--- src/rtl/ea_pkg.sv ---
// Shared types for the effective address generator.
// Assumes the classic 16-bit layout: two displacement bytes form one address word.
package ea_pkg;

    // Mode field encodings
    typedef enum logic [1:0] {
        MODE_NODISP = 2'b00,
        MODE_DISP8  = 2'b01,
        MODE_DISP16 = 2'b10,
        MODE_REG    = 2'b11
    } ea_mode_e;

    // Which registers contribute to a memory address
    typedef struct packed {
        logic take_bx;
        logic take_bp;
        logic take_si;
        logic take_di;
    } ea_terms_t;

    // Maps r/m and mode to the contributing registers (direct address takes none)
    function automatic ea_terms_t decode_terms(input logic [2:0] rm, input ea_mode_e mode);
        ea_terms_t t;
        t = '0;
        unique case (rm)
            3'd0: begin t.take_bx = 1'b1; t.take_si = 1'b1; end
            3'd1: begin t.take_bx = 1'b1; t.take_di = 1'b1; end
            3'd2: begin t.take_bp = 1'b1; t.take_si = 1'b1; end
            3'd3: begin t.take_bp = 1'b1; t.take_di = 1'b1; end
            3'd4: t.take_si = 1'b1;
            3'd5: t.take_di = 1'b1;
            3'd6: t.take_bp = (mode != MODE_NODISP);
            default: t.take_bx = 1'b1;
        endcase
        return t;
    endfunction

    // True for the direct-address combination
    function automatic logic is_direct(input logic [2:0] rm, input ea_mode_e mode);
        return (mode == MODE_NODISP) && (rm == 3'd6);
    endfunction

endpackage

--- src/rtl/ea_term_select.sv ---
// Picks the base term (BX, BP or zero) and the index term (SI, DI or zero)
// for a memory operand. Purely combinational; assumes mode is not register.
module ea_term_select
    import ea_pkg::*;
#(
    parameter int ADDR_W = 16
) (
    input  logic [2:0]        rm_i,
    input  ea_mode_e          mode_i,
    input  logic [ADDR_W-1:0] bx_i,
    input  logic [ADDR_W-1:0] bp_i,
    input  logic [ADDR_W-1:0] si_i,
    input  logic [ADDR_W-1:0] di_i,
    output logic [ADDR_W-1:0] base_o,
    output logic [ADDR_W-1:0] index_o,
    output logic              direct_o
);

    ea_terms_t terms;

    // Decode which registers take part
    always_comb terms = decode_terms(rm_i, mode_i);

    // Base multiplexer: BX and BP are mutually exclusive
    always_comb begin
        base_o = '0;
        if (terms.take_bx) base_o = bx_i;
        else if (terms.take_bp) base_o = bp_i;
    end

    // Index multiplexer: SI and DI are mutually exclusive
    always_comb begin
        index_o = '0;
        if (terms.take_si) index_o = si_i;
        else if (terms.take_di) index_o = di_i;
    end

    // Direct-address flag for the displacement former
    always_comb direct_o = is_direct(rm_i, mode_i);

endmodule

--- src/rtl/ea_disp_form.sv ---
// Forms the 16-bit displacement term from the two displacement bytes.
// Mode 01 sign-extends the low byte; mode 10 and direct use both bytes.
module ea_disp_form
    import ea_pkg::*;
#(
    parameter int BYTE_W = 8,
    parameter int DISP_W = 2 * BYTE_W
) (
    input  ea_mode_e          mode_i,
    input  logic              direct_i,
    input  logic [BYTE_W-1:0] lo_i,
    input  logic [BYTE_W-1:0] hi_i,
    output logic [DISP_W-1:0] disp_o
);

    logic [DISP_W-1:0] sext_w;
    logic [DISP_W-1:0] full_w;

    // Sign extension: copy the top bit of the low byte into every upper bit
    genvar k;
    generate
        for (k = 0; k < DISP_W; k++) begin : g_sext
            if (k < BYTE_W) begin : g_low
                assign sext_w[k] = lo_i[k];
            end else begin : g_up
                assign sext_w[k] = lo_i[BYTE_W-1];
            end
        end
    endgenerate

    assign full_w = {hi_i, lo_i};

    // Choose the displacement by mode
    always_comb begin
        unique case (mode_i)
            MODE_DISP8:  disp_o = sext_w;
            MODE_DISP16: disp_o = full_w;
            MODE_NODISP: disp_o = direct_i ? full_w : '0;
            default:     disp_o = '0;
        endcase
    end

endmodule

--- src/rtl/ea_operand_reg.sv ---
// Register-operand path: flags mode 11 and passes the register code and width.
// Outputs are zero for memory operands.
module ea_operand_reg
    import ea_pkg::*;
#(
    parameter int IDX_W = 3
) (
    input  ea_mode_e         mode_i,
    input  logic [IDX_W-1:0] rm_i,
    input  logic             wide_i,
    output logic             is_reg_o,
    output logic [IDX_W-1:0] idx_o,
    output logic             wide_o
);

    // Register selector decode
    always_comb begin
        is_reg_o = (mode_i == MODE_REG);
        idx_o    = is_reg_o ? rm_i : '0;
        wide_o   = is_reg_o & wide_i;
    end

endmodule

--- src/rtl/ea_resolver.sv ---
// Effective address generator top. Combines the base, index and displacement
// terms with a wrapping adder and registers the result on start_i.
// Assumes ADDR_W == 2*BYTE_W and synchronous active-low reset.
module ea_resolver
    import ea_pkg::*;
#(
    parameter int ADDR_W = 16,
    parameter int BYTE_W = 8,
    parameter int IDX_W  = 3
) (
    input  logic              clk,
    input  logic              rst_n,
    input  logic              start_i,
    input  logic [1:0]        mod_i,
    input  logic [IDX_W-1:0]  rm_i,
    input  logic              wide_i,
    input  logic [BYTE_W-1:0] disp_lo_i,
    input  logic [BYTE_W-1:0] disp_hi_i,
    input  logic [ADDR_W-1:0] bx_i,
    input  logic [ADDR_W-1:0] bp_i,
    input  logic [ADDR_W-1:0] si_i,
    input  logic [ADDR_W-1:0] di_i,
    output logic [ADDR_W-1:0] addr_o,
    output logic              is_reg_o,
    output logic [IDX_W-1:0]  reg_idx_o,
    output logic              reg_wide_o,
    output logic              done_o
);

    localparam int DISP_W = 2 * BYTE_W;

    ea_mode_e          mode_c;
    logic [ADDR_W-1:0] base_c;
    logic [ADDR_W-1:0] index_c;
    logic [DISP_W-1:0] disp_c;
    logic              direct_c;
    logic [ADDR_W-1:0] sum_c;
    logic              is_reg_c;
    logic [IDX_W-1:0]  idx_c;
    logic              wide_c;

    // Cast the raw mode field to its enum
    always_comb mode_c = ea_mode_e'(mod_i);

    ea_term_select #(.ADDR_W(ADDR_W)) u_terms (
        .rm_i     (rm_i),
        .mode_i   (mode_c),
        .bx_i     (bx_i),
        .bp_i     (bp_i),
        .si_i     (si_i),
        .di_i     (di_i),
        .base_o   (base_c),
        .index_o  (index_c),
        .direct_o (direct_c)
    );

    ea_disp_form #(.BYTE_W(BYTE_W), .DISP_W(DISP_W)) u_disp (
        .mode_i   (mode_c),
        .direct_i (direct_c),
        .lo_i     (disp_lo_i),
        .hi_i     (disp_hi_i),
        .disp_o   (disp_c)
    );

    ea_operand_reg #(.IDX_W(IDX_W)) u_opreg (
        .mode_i   (mode_c),
        .rm_i     (rm_i),
        .wide_i   (wide_i),
        .is_reg_o (is_reg_c),
        .idx_o    (idx_c),
        .wide_o   (wide_c)
    );

    // Three-term adder, truncated so the sum wraps modulo 2^ADDR_W
    always_comb sum_c = base_c + index_c + ADDR_W'(disp_c);

    // Result register: load on start, pulse done, hold otherwise
    always_ff @(posedge clk) begin
        if (!rst_n) begin
            addr_o     <= '0;
            is_reg_o   <= 1'b0;
            reg_idx_o  <= '0;
            reg_wide_o <= 1'b0;
            done_o     <= 1'b0;
        end else begin
            done_o <= start_i;
            if (start_i) begin
                addr_o     <= is_reg_c ? '0 : sum_c;
                is_reg_o   <= is_reg_c;
                reg_idx_o  <= idx_c;
                reg_wide_o <= wide_c;
            end
        end
    end

    // a strobe is answered by done on the next cycle
    a_r9_done_follows_start: assert property (@(posedge clk) disable iff (!rst_n)
        start_i |=> done_o);

    // done never appears without a strobe one cycle earlier
    a_r9_no_spurious_done: assert property (@(posedge clk) disable iff (!rst_n)
        done_o |-> $past(start_i));

    // without a strobe the address holds
    a_r9_hold_addr: assert property (@(posedge clk) disable iff (!rst_n)
        !start_i |=> $stable(addr_o) && $stable(is_reg_o));

    // register operands carry a zero address and the r/m code
    a_r8_reg_result: assert property (@(posedge clk) disable iff (!rst_n)
        (start_i && mod_i == 2'b11) |=> (is_reg_o && addr_o == '0 && reg_idx_o == $past(rm_i)));

    // direct address is the two displacement bytes alone
    a_r3_direct_addr: assert property (@(posedge clk) disable iff (!rst_n)
        (start_i && mod_i == 2'b00 && rm_i == 3'd6) |=> addr_o == $past({disp_hi_i, disp_lo_i}));

endmodule

--- config.mk ---
export PLATFORM = sky130hd
export DESIGN_NAME = ea_resolver
export DESIGN_NICKNAME = d
export VERILOG_FILES = /design/src/rtl/ea_pkg.sv /design/src/rtl/ea_term_select.sv /design/src/rtl/ea_disp_form.sv /design/src/rtl/ea_operand_reg.sv /design/src/rtl/ea_resolver.sv
export SDC_FILE = /design/constraint.sdc
export NUM_CORES = 1
export LEC_CHECK = 0
export BUFFER_PORTS_ARGS = -buffer_cell sky130_fd_sc_hd__buf_2
export CAP_MARGIN = 10
export CORE_MARGIN = 2
export CORE_UTILIZATION = 45
export DETAILED_ROUTE_END_ITERATION = 8
export GPL_ROUTABILITY_DRIVEN = 0
export PLACE_DENSITY = 0.76
export SYNTH_ARGS = -nofsm -noshare
export SYNTH_HDL_FRONTEND = slang
export SYNTH_HIERARCHICAL = 1
export SYNTH_SLANG_ARGS = --single-unit
--- constraint.sdc ---
create_clock -name clk -period 7.93 [get_ports clk]
set_clock_uncertainty 0.1 [all_clocks]
set_input_delay 1.586 -clock clk [delete_from_list [all_inputs] [get_ports clk]]
set_output_delay 1.586 -clock clk [all_outputs]
set_load 0.03 [all_outputs]
==> results of run 1 <==
critical path, cell delays in order:
cell	delay, ns
sky130_fd_sc_hd__buf_2	0.14
sky130_fd_sc_hd__and2_1	0.53
sky130_fd_sc_hd__nor4b_1	0.40
sky130_fd_sc_hd__or3_4	0.23
sky130_fd_sc_hd__and3_1	0.17
sky130_fd_sc_hd__fa_1	0.42
sky130_fd_sc_hd__ha_1	0.26
sky130_fd_sc_hd__fa_1	0.43
sky130_fd_sc_hd__a211o_1	0.34
sky130_fd_sc_hd__a21boi_2	0.21
sky130_fd_sc_hd__nor2_1	0.10
sky130_fd_sc_hd__a31oi_1	0.21
sky130_fd_sc_hd__xor2_1	0.16
sky130_fd_sc_hd__o21ai_0	0.08
per-layer routing:
metal	up-vias	GRT usage	wire (µm)
li1	1216	-	-
met1	1094	0.287	2920
met2	60	0.335	3080
met3	2	0.0149	239
met4	0	0.0509	40
met5	-	0	0
worst max path at each step:
stage / start / to
global placement: rm_i[2] / addr_o[9]$_SDFFE_PN0P_
floorplan: rm_i[0] / addr_o[9]$_SDFFE_PN0P_
CTS: rm_i[2] / addr_o[9]$_SDFFE_PN0P_
global route: rm_i[2] / addr_o[14]$_SDFFE_PN0P_
finish: rm_i[2] / addr_o[9]$_SDFFE_PN0P_
detailed placement: rm_i[2] / addr_o[9]$_SDFFE_PN0P_
metrics by stage:
| stage | instances | area, µm² | utilization |
|---|---|---|---|
| floorplan | 280 | 2480 | - |
| global placement | 450 | 3050 | 0.564 |
| detailed placement | 450 | 3050 | 0.564 |
| CTS | 454 | 3100 | 0.574 |
| global route | 454 | 3100 | 0.574 |
| finish | 454 | 3100 | 0.574 |
kinds of logic after synthesis:
kind of cell | synth area share
xor+xnor | 0.0423
compound gates | 0.236
mux | 0.0926
flops | 0.177
fa+ha+maj | 0.199
simple gates | 0.206
buf+inv | 0.0458
synth_stat cells (all sizes together), types with 2 or more instances:
cell     n
a211o    3
a21boi   2
a21o     6
a21oi   13
a22o    16
a31oi    6
and2     3
and3    14
buf      9
clkbuf   3
dfxtp   22
fa      16
ha      14
inv     10
mux2i   23
nand2   18
nand3    4
nand4    2
nor2    21
nor2b   19
nor3     3
nor3b    3
nor4b    2
o21a     2
o21ai   18
o21bai   3
or3      2
xnor2    5
xor2     7
state kept, by name, indices dropped and copies added (netlist names):
register,cells
reg_idx_o,3
done_o,1
reg_wide_o,1
is_reg_o,1
addr_o,16
cell type report:
cell class	count	area, µm²
Tap cell	72	90.1
Multi-Input combinational cell	236	1930
Sequential cell	22	440
Timing Repair Buffer	110	551
Fill cell	518	2300
Inverter	10	37.5
Clock buffer	4	55.1
power by group:
part / switching, mW / internal (mW) / leakage, nW / total (mW)
clock: 0.0345 / 0.0442 / 0.0288 / 0.0786
combinational: 0.187 / 0.134 / 1.44 / 0.321
sequential: 0.00697 / 0.126 / 0.180 / 0.133
==> results.md, run 1 <==
| Stage | Quantity | Value |
|---|---|---|
| sta | Least setup slack across all paths after layout | 2.67 ns |
| sta | Setup repair after global routing missed its margin | no |
| clock network | Worst skew pair latency | 0.25 ns |
| power | Total power after layout | 0.533 mW |
| cells and area | Area added between synthesis and finish | 24.9% |
| cells and area | Commonest non-fill, non-tap cells in the layout | sky130_fd_sc_hd__buf_2, sky130_fd_sc_hd__mux2i_1, sky130_fd_sc_hd__dfxtp_1, sky130_fd_sc_hd__nor2_1, sky130_fd_sc_hd__nor2b_1 |
| critical path | Critical path required time | 7.96 ns |
| clock network | Cts bufs inserted | 3 |
| grt | GR Util All Layers | 0.203 |
| sta | Final-report hold violation count | 0 |
| floorplanning | DIE WIDTH | 78.3 µm |
| drt | Starting DRC count in detailed routing | 98 |
| sta | Total negative slack | 0 ns |
| drt | Residual antenna-violating net count after detailed routing | 0 |
| clock network | Number of cells upsized or downsized after cts | 0 |
| placed design | DP HPWL | 5.33 mm |
| grt | Number of antenna violations at the first check in global routing | 0 |
| status | Status | complete, no violations |
| critical path | Source of the worst register-to-register timing path | addr_o[4]$_SDFFE_PN0P_ |
| clock network | Buffers inserted by post-CTS timing repair | 0 |
| floorplanning | Number of standard-cell rows in the floorplan | 27 |
| synthesis | Most used flip-flop cell after synthesis | sky130_fd_sc_hd__dfxtp_1 |
| synthesis | Cell variety after synth | 53 |
| cells and area | Ratio of cells with drive above 1 in the final layout | 0.335 |
| synthesis | Post-synth design cell area | 2480 µm² |
| critical path | Arrival time of data at the critical path endpoint | 5.29 ns |
| synthesis | Share of the synthesized area in the top cell type | 0.177 |
| placed design | Pre-CTS WS | 2.43 ns |
| power | Leakage Power | 1.64 nW |
| synthesis | Post-synth EDFFs | 0 |
| synthesis | Number of warnings printed during yosys synthesis | 6 |
| clock network | Clock Tree Root | sky130_fd_sc_hd__clkbuf_8 |
| floorplanning | Standard cell core area | 5410 µm² |
| grt | Overflow left after global routing | 0 |
| synthesis | Number of synthesized register bits | 22 |
| clock network | Sinks on the clock net | 22 |
| synthesis | Synthesized area per cell | 8.87 µm² |
| synthesis | Fraction of registers with async set or reset after synthesis | 0 |
| synthesis | Synth Net Count | 399 |
| floorplanning | Die ar. | 6130 µm² |
| critical path | Critical Path Fanout Max | 17 |
| worst hold path | Startpoint of the lowest-slack hold path | addr_o[10]$_SDFFE_PN0P_ |
| synthesis | Post-synthesis sequential area ratio | 0.177 |
| cells and area | Final #Nets | 502 |
| floorplanning | Number of primary I/O pins | 111 |
| synthesis | Largest cells by area after synthesis | sky130_fd_sc_hd__dfxtp_1, sky130_fd_sc_hd__fa_1, sky130_fd_sc_hd__mux2i_1 |
| clock network | H-Tree Level Count | 1 |
| synthesis | Synthesized instance count | 280 |
| flow run | Max capacitance violation total | 0 |
| grt | Number of global-route vias before repair | 2,239 |
| sta | Final count of negative-setup-slack endpoints | 0 |
| drt | Routed wirelength normalized by instance count | 13.8 µm |
| clock network | Post-CTS Hold Buffers | 0 |
| sta | Slew at the pin closest to its max-slew limit | 0.679 ns |
| placed design | Buffers on Ports | 110 |
| worst hold path | End of the worst hold path | addr_o[10]$_SDFFE_PN0P_ |
| critical path | Critical path endpoint category | flop |
| grt | Wire length of the first global-routing pass | 10.2 mm |
| clock network | Clock Path Buffers | 2 |
| drt | Pre-Repair DR Iteration Count | 4 |
| grt | Largest net degree at the start of global routing | 21 |
| critical path | Register-to-register setup slack | 7.07 ns |
| power | Largest vdd supply drop | 0.0726 mV |
| power | Cell Pwr Density | 172 nW/µm² |
| sta | Tightest hold margin | 0.348 ns |
| cells and area | Diode count | 0 |
| drt | DR DRC count | 0 |
| critical path | Type of the setup path with the least slack | input pin to flop |
| drt | Detailed-route wire length | 6.29 mm |
| drt | Drt via density | 5.22 |
| worst hold path | Cell count of the worst hold path | 2 |
| floorplanning | Die Height | 78.3 µm |
| sta | Min Tclk post-route | 5.26 ns |
| sta | Final Max Slew Viols | 0 |
| sta | Share of the clock period used by the worst path | 0.663 |
| drt | Number of vias after detailed routing | 2,372 |
| critical path | Startpoint type of the worst setup path | input pin |
| critical path | Critical register-to-register path endpoint | addr_o[4]$_SDFFE_PN0P_ |
| sta | Fmax | 190 MHz |
| sta | Slew HR | 0.547 |
| synthesis | Yosys top cell by area | sky130_fd_sc_hd__dfxtp_1 |
| worst hold path | Hold Path Class | flop to flop |
| critical path | Logic depth of the worst register-to-register path | 3 |
| floorplanning | Starting density of the core | 0.460 |
| cells and area | Most common library cell in the layout ignoring fill and taps | sky130_fd_sc_hd__buf_2 |
| clock network | Clock transition time at the flip-flop clock pins of the worst setup and hold paths | 0.08 ns |
| clock network | TritonCTS clock tree | yes |
Power figures use the tool's default switching activity.
==> inputs of run 2 (changes only) <==
- CORE_UTILIZATION: 45 -> 44
- PLACE_DENSITY: 0.76 -> 0.77
- clock period: 7.93 -> 4.7 ns (I/O delays scaled with it)
==> run 2 against run 1 <==
Compared with the run above:
- hold slack improved by 0.0048 ns
- first-iteration DRC count increased by 14%
- wire length increased by 4.0%
- largest power group unchanged
- sequential power increased by 68%
- critical path type unchanged
- critical endpoint is now addr_o[13]$_SDFFE_PN0P_
- non-clock buffer count increased by 4
==> results.md, run 2 (same netlist as run 1, synthesis figures left out) <==
| Stage | Quantity | Value | Delta |
|---|---|---|---|
| status | Status | complete, no violations |  |
| clock network | Buffers inserted by post-CTS timing repair | 0 | unchanged |
| critical path | Critical path endpoint category | flop |  |
| worst hold path | Hold Path Class | flop to flop |  |
| drt | Number of vias after detailed routing | 2,411 | +1.6% |
| sta | Final Max Slew Viols | 0 | unchanged |
| cells and area | Register containing the most flip-flops in the final layout | addr_o |  |
| cells and area | Most common library cell in the layout ignoring fill and taps | sky130_fd_sc_hd__buf_2 |  |
| clock network | H-Tree Level Count | 1 | unchanged |
| drt | Detailed-route wire length | 6.54 mm | +4.0% |
| clock network | Worst skew pair latency | 0.25 ns | about the same |
| floorplanning | Number of primary I/O pins | 111 | unchanged |
| grt | Number of global-route vias before repair | 2,316 | +3.4% |
| clock network | Cts bufs inserted | 3 | unchanged |
| sta | Final-report hold violation count | 0 | unchanged |
| flow run | Max capacitance violation total | 0 | unchanged |
| critical path | Combined buffer and inverter count along the critical path | 1 | unchanged |
| cells and area | Final #Nets | 506 | +0.80% |
| clock network | Post-CTS Hold Buffers | 0 | unchanged |
| clock network | Number of cells upsized or downsized after cts | 0 | unchanged |
| cells and area | End-of-flow core utilization | 0.573 | -0.00160 |
| critical path | Kind of cell adding the most delay to the critical path | adder cells |  |
| floorplanning | Die ar. | 6260 µm² | +2.2% |
| sta | Slew HR | 0.558 | +0.0114 |
| drt | Residual antenna-violating net count after detailed routing | 0 | unchanged |
| critical path | Critical path required time | 4.72 ns | -3.24 ns |
| grt | Overflow left after global routing | 0 | unchanged |
| critical path | Largest stage delay, worst path | 0.44 ns | -0.09 ns |
| clock network | Clock transition time at the flip-flop clock pins of the worst setup and hold paths | 0.07 ns | about the same |
| sta | Fmax | 236 MHz |  |
| floorplanning | Standard cell core area | 5470 µm² | +1.3% |
| clock network | Sinks on the clock net | 22 | unchanged |
| grt | Largest net degree at the start of global routing | 17 | -19% |
| grt | Number of antenna violations at the first check in global routing | 0 | unchanged |
| drt | Pre-Repair DR Iteration Count | 4 | unchanged |
| floorplanning | Starting density of the core | 0.454 | -0.00568 |
| grt | Wire length of the first global-routing pass | 10.4 mm | +1.2% |
| critical path | Startpoint type of the worst setup path | input pin |  |
| cells and area | Commonest non-fill, non-tap cells in the layout | sky130_fd_sc_hd__buf_2, sky130_fd_sc_hd__mux2i_1, sky130_fd_sc_hd__dfxtp_1, sky130_fd_sc_hd__nor2_1, sky130_fd_sc_hd__nor2b_1 |  |
| clock network | Clock Path Buffers | 2 | unchanged |
| placed design | DP HPWL | 5.50 mm | +3.2% |
| clock network | TritonCTS clock tree | yes |  |
| clock network | Clock Tree Root | sky130_fd_sc_hd__clkbuf_8 |  |
| power | Leakage Power | 1.66 nW | +1.2% |
| sta | Total negative slack | 0 ns | unchanged |
| cells and area | Area added between synthesis and finish | 26.1% |  |
| power | Cell Pwr Density | 287 nW/µm² | +67% |
| power | Largest vdd supply drop | 0.143 mV | +98% |
| critical path | Critical path, cell by cell | buf_2 > and2_1 > nor4b_1 > or3_4 > and3_1 > fa_1 > ha_1 > fa_1 > a211o_1 > a21boi_2 > nor3_1 > o221ai_1 > xor2_1 > o21ai_0 |  |
| critical path | Cell with the most instances on the worst path | sky130_fd_sc_hd__fa_1 |  |
| drt | Drt via density | 5.26 | +0.76% |
| sta | Setup repair after global routing missed its margin | no |  |
| cells and area | Ratio of cells with drive above 1 in the final layout | 0.342 | +0.00689 |
| floorplanning | Number of standard-cell rows in the floorplan | 27 | unchanged |
| sta | Slew at the pin closest to its max-slew limit | 0.662 ns | -0.0171 ns |
| sta | Min Tclk post-route | 4.24 ns |  |
| grt | GR Util All Layers | 0.202 | -0.000425 |
| cells and area | Diode count | 0 | unchanged |
| drt | Routed wirelength normalized by instance count | 14.3 µm | +3.1% |
| cells and area | Number of flip-flops in the largest register | 16 | unchanged |
| drt | Starting DRC count in detailed routing | 112 | +14% |
| sta | Share of the clock period used by the worst path | 0.902 |  |
| floorplanning | Die Height | 79.2 µm | +1.1% |
| critical path | Slowest-stage cell, CP | sky130_fd_sc_hd__fa_1 |  |
| critical path | Type of the setup path with the least slack | input pin to flop |  |
| drt | DR DRC count | 0 | unchanged |
| cells and area | Largest registers | addr_o x16, reg_idx_o x3 |  |
| critical path | Arrival time of data at the critical path endpoint | 4.26 ns | -1.03 ns |
| sta | Final count of negative-setup-slack endpoints | 0 | unchanged |
| floorplanning | DIE WIDTH | 79.2 µm | +1.1% |
| placed design | Buffers on Ports | 110 | unchanged |
| critical path | Critical Path Fanout Max | 8 | -9 |
[run 2: worst min-delay path, delay by kind of cell (launching register included)]
kind,cells,cell delay [ns]
compound gates,1,0.06
simple gates,1,0.04
flops,1,0.33
[run 2: stage by stage]
| step | power (mW) | setup slack [ns] | hold WS [ns] | cell area, µm² | instances |
|---|---|---|---|---|---|
| detailed placement | 0.764 | 0.218 | 0.343 | 3080 | 454 |
| CTS | 0.899 | 0.494 | 0.360 | 3130 | 458 |
| global placement | 0.752 | 0.314 | 0.335 | 3080 | 454 |
| finish | 0.900 | 0.459 | 0.353 | 3130 | 458 |
| global route | 0.968 | 0.306 | 0.375 | 3130 | 458 |
| floorplan | 0.629 | 0.394 | 0.473 | 2480 | 280 |
[run 2: where the power goes]
group          switching (mW)  internal (mW)
registers              0.0115          0.212
clock network          0.0582         0.0745
logic                   0.316          0.228
total                   0.386          0.514
[run 2: layout make-up]
cell class | instances | area (µm²)
multi-input combinational | 236 | 1930
timing repair buffer | 114 | 581
tap | 72 | 90.1
inverter | 10 | 37.5
clock buffer | 4 | 55.1
fill | 544 | 2340
sequential | 22 | 440
[run 2: worst paths after layout]
kind | start | end | slack [ns] | cells after the start
worst max-delay path | rm_i[2] | addr_o[13]$_SDFFE_PN0P_ | 0.46 | 14
worst min-delay path | addr_o[8]$_SDFFE_PN0P_ | addr_o[8]$_SDFFE_PN0P_ | 0.35 | 2
worst min register to register | addr_o[8]$_SDFFE_PN0P_ | addr_o[8]$_SDFFE_PN0P_ | 0.35 | 2
worst max register to register | addr_o[5]$_SDFFE_PN0P_ | addr_o[5]$_SDFFE_PN0P_ | 3.85 | 3
[run 2: layer usage]
metal | GRT usage | routed length, µm
met2 | 0.361 | 3170
met1 | 0.267 | 3070
met3 | 0.0136 | 246
met4 | 0.0448 | 49
met5 | 0 | 0
==> inputs of run 3 (changes only) <==
- GPL_TIMING_DRIVEN: unset -> 0
==> run 3 against run 2 <==
Compared with the run above:
- critical path depth rose by 1
- sequential share of layout area fell by 0.23 points
- total power rose by 0.46%
- largest cell class unchanged
- utilization rose by 0.96 points
- wire length fell by 2.0%
==> results.md, run 3 (same netlist as run 1, synthesis figures left out) <==
| Stage | Quantity | Value | Delta |
|---|---|---|---|
| status | Status | complete, no violations |  |
| cells and area | Ratio of cells with drive above 1 in the final layout | 0.348 | +0.00575 |
| critical path | Critical Path Fanout Max | 10 | +2 |
| critical path | Critical path endpoint category | flop |  |
| power | Largest vdd supply drop | 0.155 mV | +8.1% |
| cells and area | Number of flip-flops in the largest register | 16 | unchanged |
| worst hold path | End of the worst hold path | addr_o[15]$_SDFFE_PN0P_ |  |
| floorplanning | Die Height | 79.2 µm | unchanged |
| cells and area | Area added between synthesis and finish | 28.2% |  |
| cells and area | End-of-flow core utilization | 0.582 | +0.00960 |
| cells and area | Commonest non-fill, non-tap cells in the layout | sky130_fd_sc_hd__buf_2, sky130_fd_sc_hd__mux2i_1, sky130_fd_sc_hd__dfxtp_1, sky130_fd_sc_hd__nor2_1, sky130_fd_sc_hd__nor2b_1 |  |
| clock network | TritonCTS clock tree | yes |  |
| critical path | Critical path required time | 4.73 ns | about the same |
| critical path | Slowest-stage cell, CP | sky130_fd_sc_hd__fa_1 |  |
| sta | Slew HR | 0.615 | +0.0567 |
| power | Leakage Power | 1.69 nW | +1.6% |
| floorplanning | DIE WIDTH | 79.2 µm | unchanged |
| clock network | Sinks on the clock net | 22 | unchanged |
| critical path | Kind of cell adding the most delay to the critical path | adder cells |  |
| clock network | Number of cells upsized or downsized after cts | 0 | unchanged |
| clock network | Clock Path Buffers | 2 | unchanged |
| cells and area | Diode count | 0 | unchanged |
| placed design | Buffers on Ports | 110 | unchanged |
| floorplanning | Number of primary I/O pins | 111 | unchanged |
| placed design | DP HPWL | 5.37 mm | -2.3% |
| critical path | Type of the setup path with the least slack | input pin to flop |  |
| clock network | Clock transition time at the flip-flop clock pins of the worst setup and hold paths | 0.07 ns | about the same |
| drt | Number of vias after detailed routing | 2,419 | +0.33% |
| flow run | Max capacitance violation total | 0 | unchanged |
| grt | Largest net degree at the start of global routing | 13 | -4 |
| sta | Setup repair after global routing missed its margin | no |  |
| drt | DR DRC count | 0 | unchanged |
| grt | Number of antenna violations at the first check in global routing | 0 | unchanged |
| clock network | Worst skew pair latency | 0.25 ns | about the same |
| worst hold path | Hold Path Class | flop to flop |  |
| critical path | Register-to-register setup slack | 3.83 ns | -0.02 ns |
| sta | Slew at the pin closest to its max-slew limit | 0.578 ns | -0.0837 ns |
| clock network | Clock Tree Root | sky130_fd_sc_hd__clkbuf_8 |  |
| sta | Share of the clock period used by the worst path | 0.948 | +0.0455 |
| clock network | H-Tree Level Count | 1 | unchanged |
| floorplanning | Starting density of the core | 0.454 | unchanged |
| drt | Starting DRC count in detailed routing | 137 | +22% |
| cells and area | Count of placed standard cells in the final layout, fillers left out | 466 | +1.7% |
| sta | Fmax | 224 MHz | -4.8% |
| clock network | Cts bufs inserted | 3 | unchanged |
| critical path | Source of the worst register-to-register timing path | addr_o[4]$_SDFFE_PN0P_ |  |
| grt | Number of global-route vias before repair | 2,296 | -0.86% |
| drt | Residual antenna-violating net count after detailed routing | 0 | unchanged |
| cells and area | Most common library cell in the layout ignoring fill and taps | sky130_fd_sc_hd__buf_2 |  |
| cells and area | Final #Nets | 514 | +1.6% |
| drt | Pre-Repair DR Iteration Count | 4 | unchanged |
| critical path | Setup crit start | rm_i[0] |  |
| clock network | Post-CTS Hold Buffers | 0 | unchanged |
| sta | Final count of negative-setup-slack endpoints | 0 | unchanged |
| sta | Min Tclk post-route | 4.45 ns | +0.214 ns |
| grt | GR Util All Layers | 0.206 | +0.00395 |
| critical path | Startpoint type of the worst setup path | input pin |  |
| placed design | Placed insts | 462 | +1.8% |
| critical path | Logic depth of the worst register-to-register path | 3 | unchanged |
| critical path | Arrival time of data at the critical path endpoint | 4.49 ns | +0.23 ns |
| clock network | Buffers inserted by post-CTS timing repair | 0 | unchanged |
| floorplanning | Standard cell core area | 5470 µm² | unchanged |
| floorplanning | Number of standard-cell rows in the floorplan | 27 | unchanged |
| cells and area | Register containing the most flip-flops in the final layout | addr_o |  |
| floorplanning | Die ar. | 6260 µm² | unchanged |
| drt | Routed wirelength normalized by instance count | 13.7 µm | -3.7% |
| power | Cell Pwr Density | 284 nW/µm² | -1.2% |
| grt | Overflow left after global routing | 0 | unchanged |
| critical path | Largest stage delay, worst path | 0.45 ns | about the same |
| critical path | Critical register-to-register path endpoint | addr_o[4]$_SDFFE_PN0P_ |  |
| critical path | Combined buffer and inverter count along the critical path | 3 | +2 |
| worst hold path | Cell count of the worst hold path | 2 | unchanged |
| drt | Drt via density | 5.19 | -1.4% |
| grt | Wire length of the first global-routing pass | 10.5 mm | +1.4% |
| sta | Final Max Slew Viols | 0 | unchanged |
| worst hold path | Startpoint of the lowest-slack hold path | addr_o[15]$_SDFFE_PN0P_ |  |
| drt | Detailed-route wire length | 6.40 mm | -2.0% |
| cells and area | Largest registers | addr_o x16, reg_idx_o x3 |  |
| sta | Final-report hold violation count | 0 | unchanged |
| critical path | Critical path, cell by cell | buf_2 > buf_6 > buf_2 > nor4b_2 > or3_4 > and3_1 > fa_1 > ha_1 > fa_1 > a211o_1 > a21boi_2 > nor3_1 > o221ai_1 > xor2_1 > o21ai_0 |  |
[run 3: cell types whose count changed in the layout (fill, tap and decap cells not counted), sizes merged]
cell / change
buf: +5
clkbuf: +3
[run 3: how the worst max path moves through the flow]
| stage | endpoint | slack (ns) | cells past startpoint |
|---|---|---|---|
| CTS | addr_o[13]$_SDFFE_PN0P_ | 0.24 | 15 |
| global placement | addr_o[13]$_SDFFE_PN0P_ | 0.004 | 15 |
| finish | addr_o[13]$_SDFFE_PN0P_ | 0.25 | 15 |
| floorplan | addr_o[9]$_SDFFE_PN0P_ | 0.39 | 14 |
| detailed placement | addr_o[13]$_SDFFE_PN0P_ | -0.04 | 15 |
| global route | addr_o[13]$_SDFFE_PN0P_ | 0.05 | 15 |
[run 3: stage by stage]
step           worst slack (ns)  setup TNS [ns]  total power [mW]  instance area [µm²]  hold slack, ns
6_report                  0.245               0             0.904                 3190           0.342
5_1_grt                  0.0548               0             0.980                 3190           0.361
4_1_cts                   0.240               0             0.907                 3180           0.347
3_5_place_dp            -0.0368         -0.0449             0.772                 3130           0.337
3_3_place_gp            0.00359               0             0.761                 3130           0.335
2_1_floorplan             0.394               0             0.629                 2480           0.473
[run 3: report_power, final]
group | internal [mW] | switching [mW] | leakage (nW)
Sequential | 0.212 | 0.0108 | 0.180
Combinational | 0.236 | 0.314 | 1.48
Clock | 0.0745 | 0.0566 | 0.0288
Total | 0.523 | 0.382 | 1.69
[run 3: cell type report]
class,count,area (µm²)
sequential,22,440
buffer,12,76.3
inverter,10,37.5
timing repair buffer,110,551
tap,72,90.1
fill,517,2290
clock buffer,4,55.1
multi-input combinational,236,1940
[run 3: metal layers]
metal | vias up | track usage | part of all wire
li1 | 1240 | - | -
met5 | - | 0 | 0
met3 | 6 | 0.0193 | 0.038
met1 | 1104 | 0.293 | 0.48
met2 | 69 | 0.332 | 0.47
met4 | 0 | 0.0603 | 0.0098
[run 3: worst min-delay path, cell delays in order (launching register included)]
cell and delay, ns:
sky130_fd_sc_hd__dfxtp_1 0.31, sky130_fd_sc_hd__nand2_1 0.05, sky130_fd_sc_hd__o21ai_1 0.05
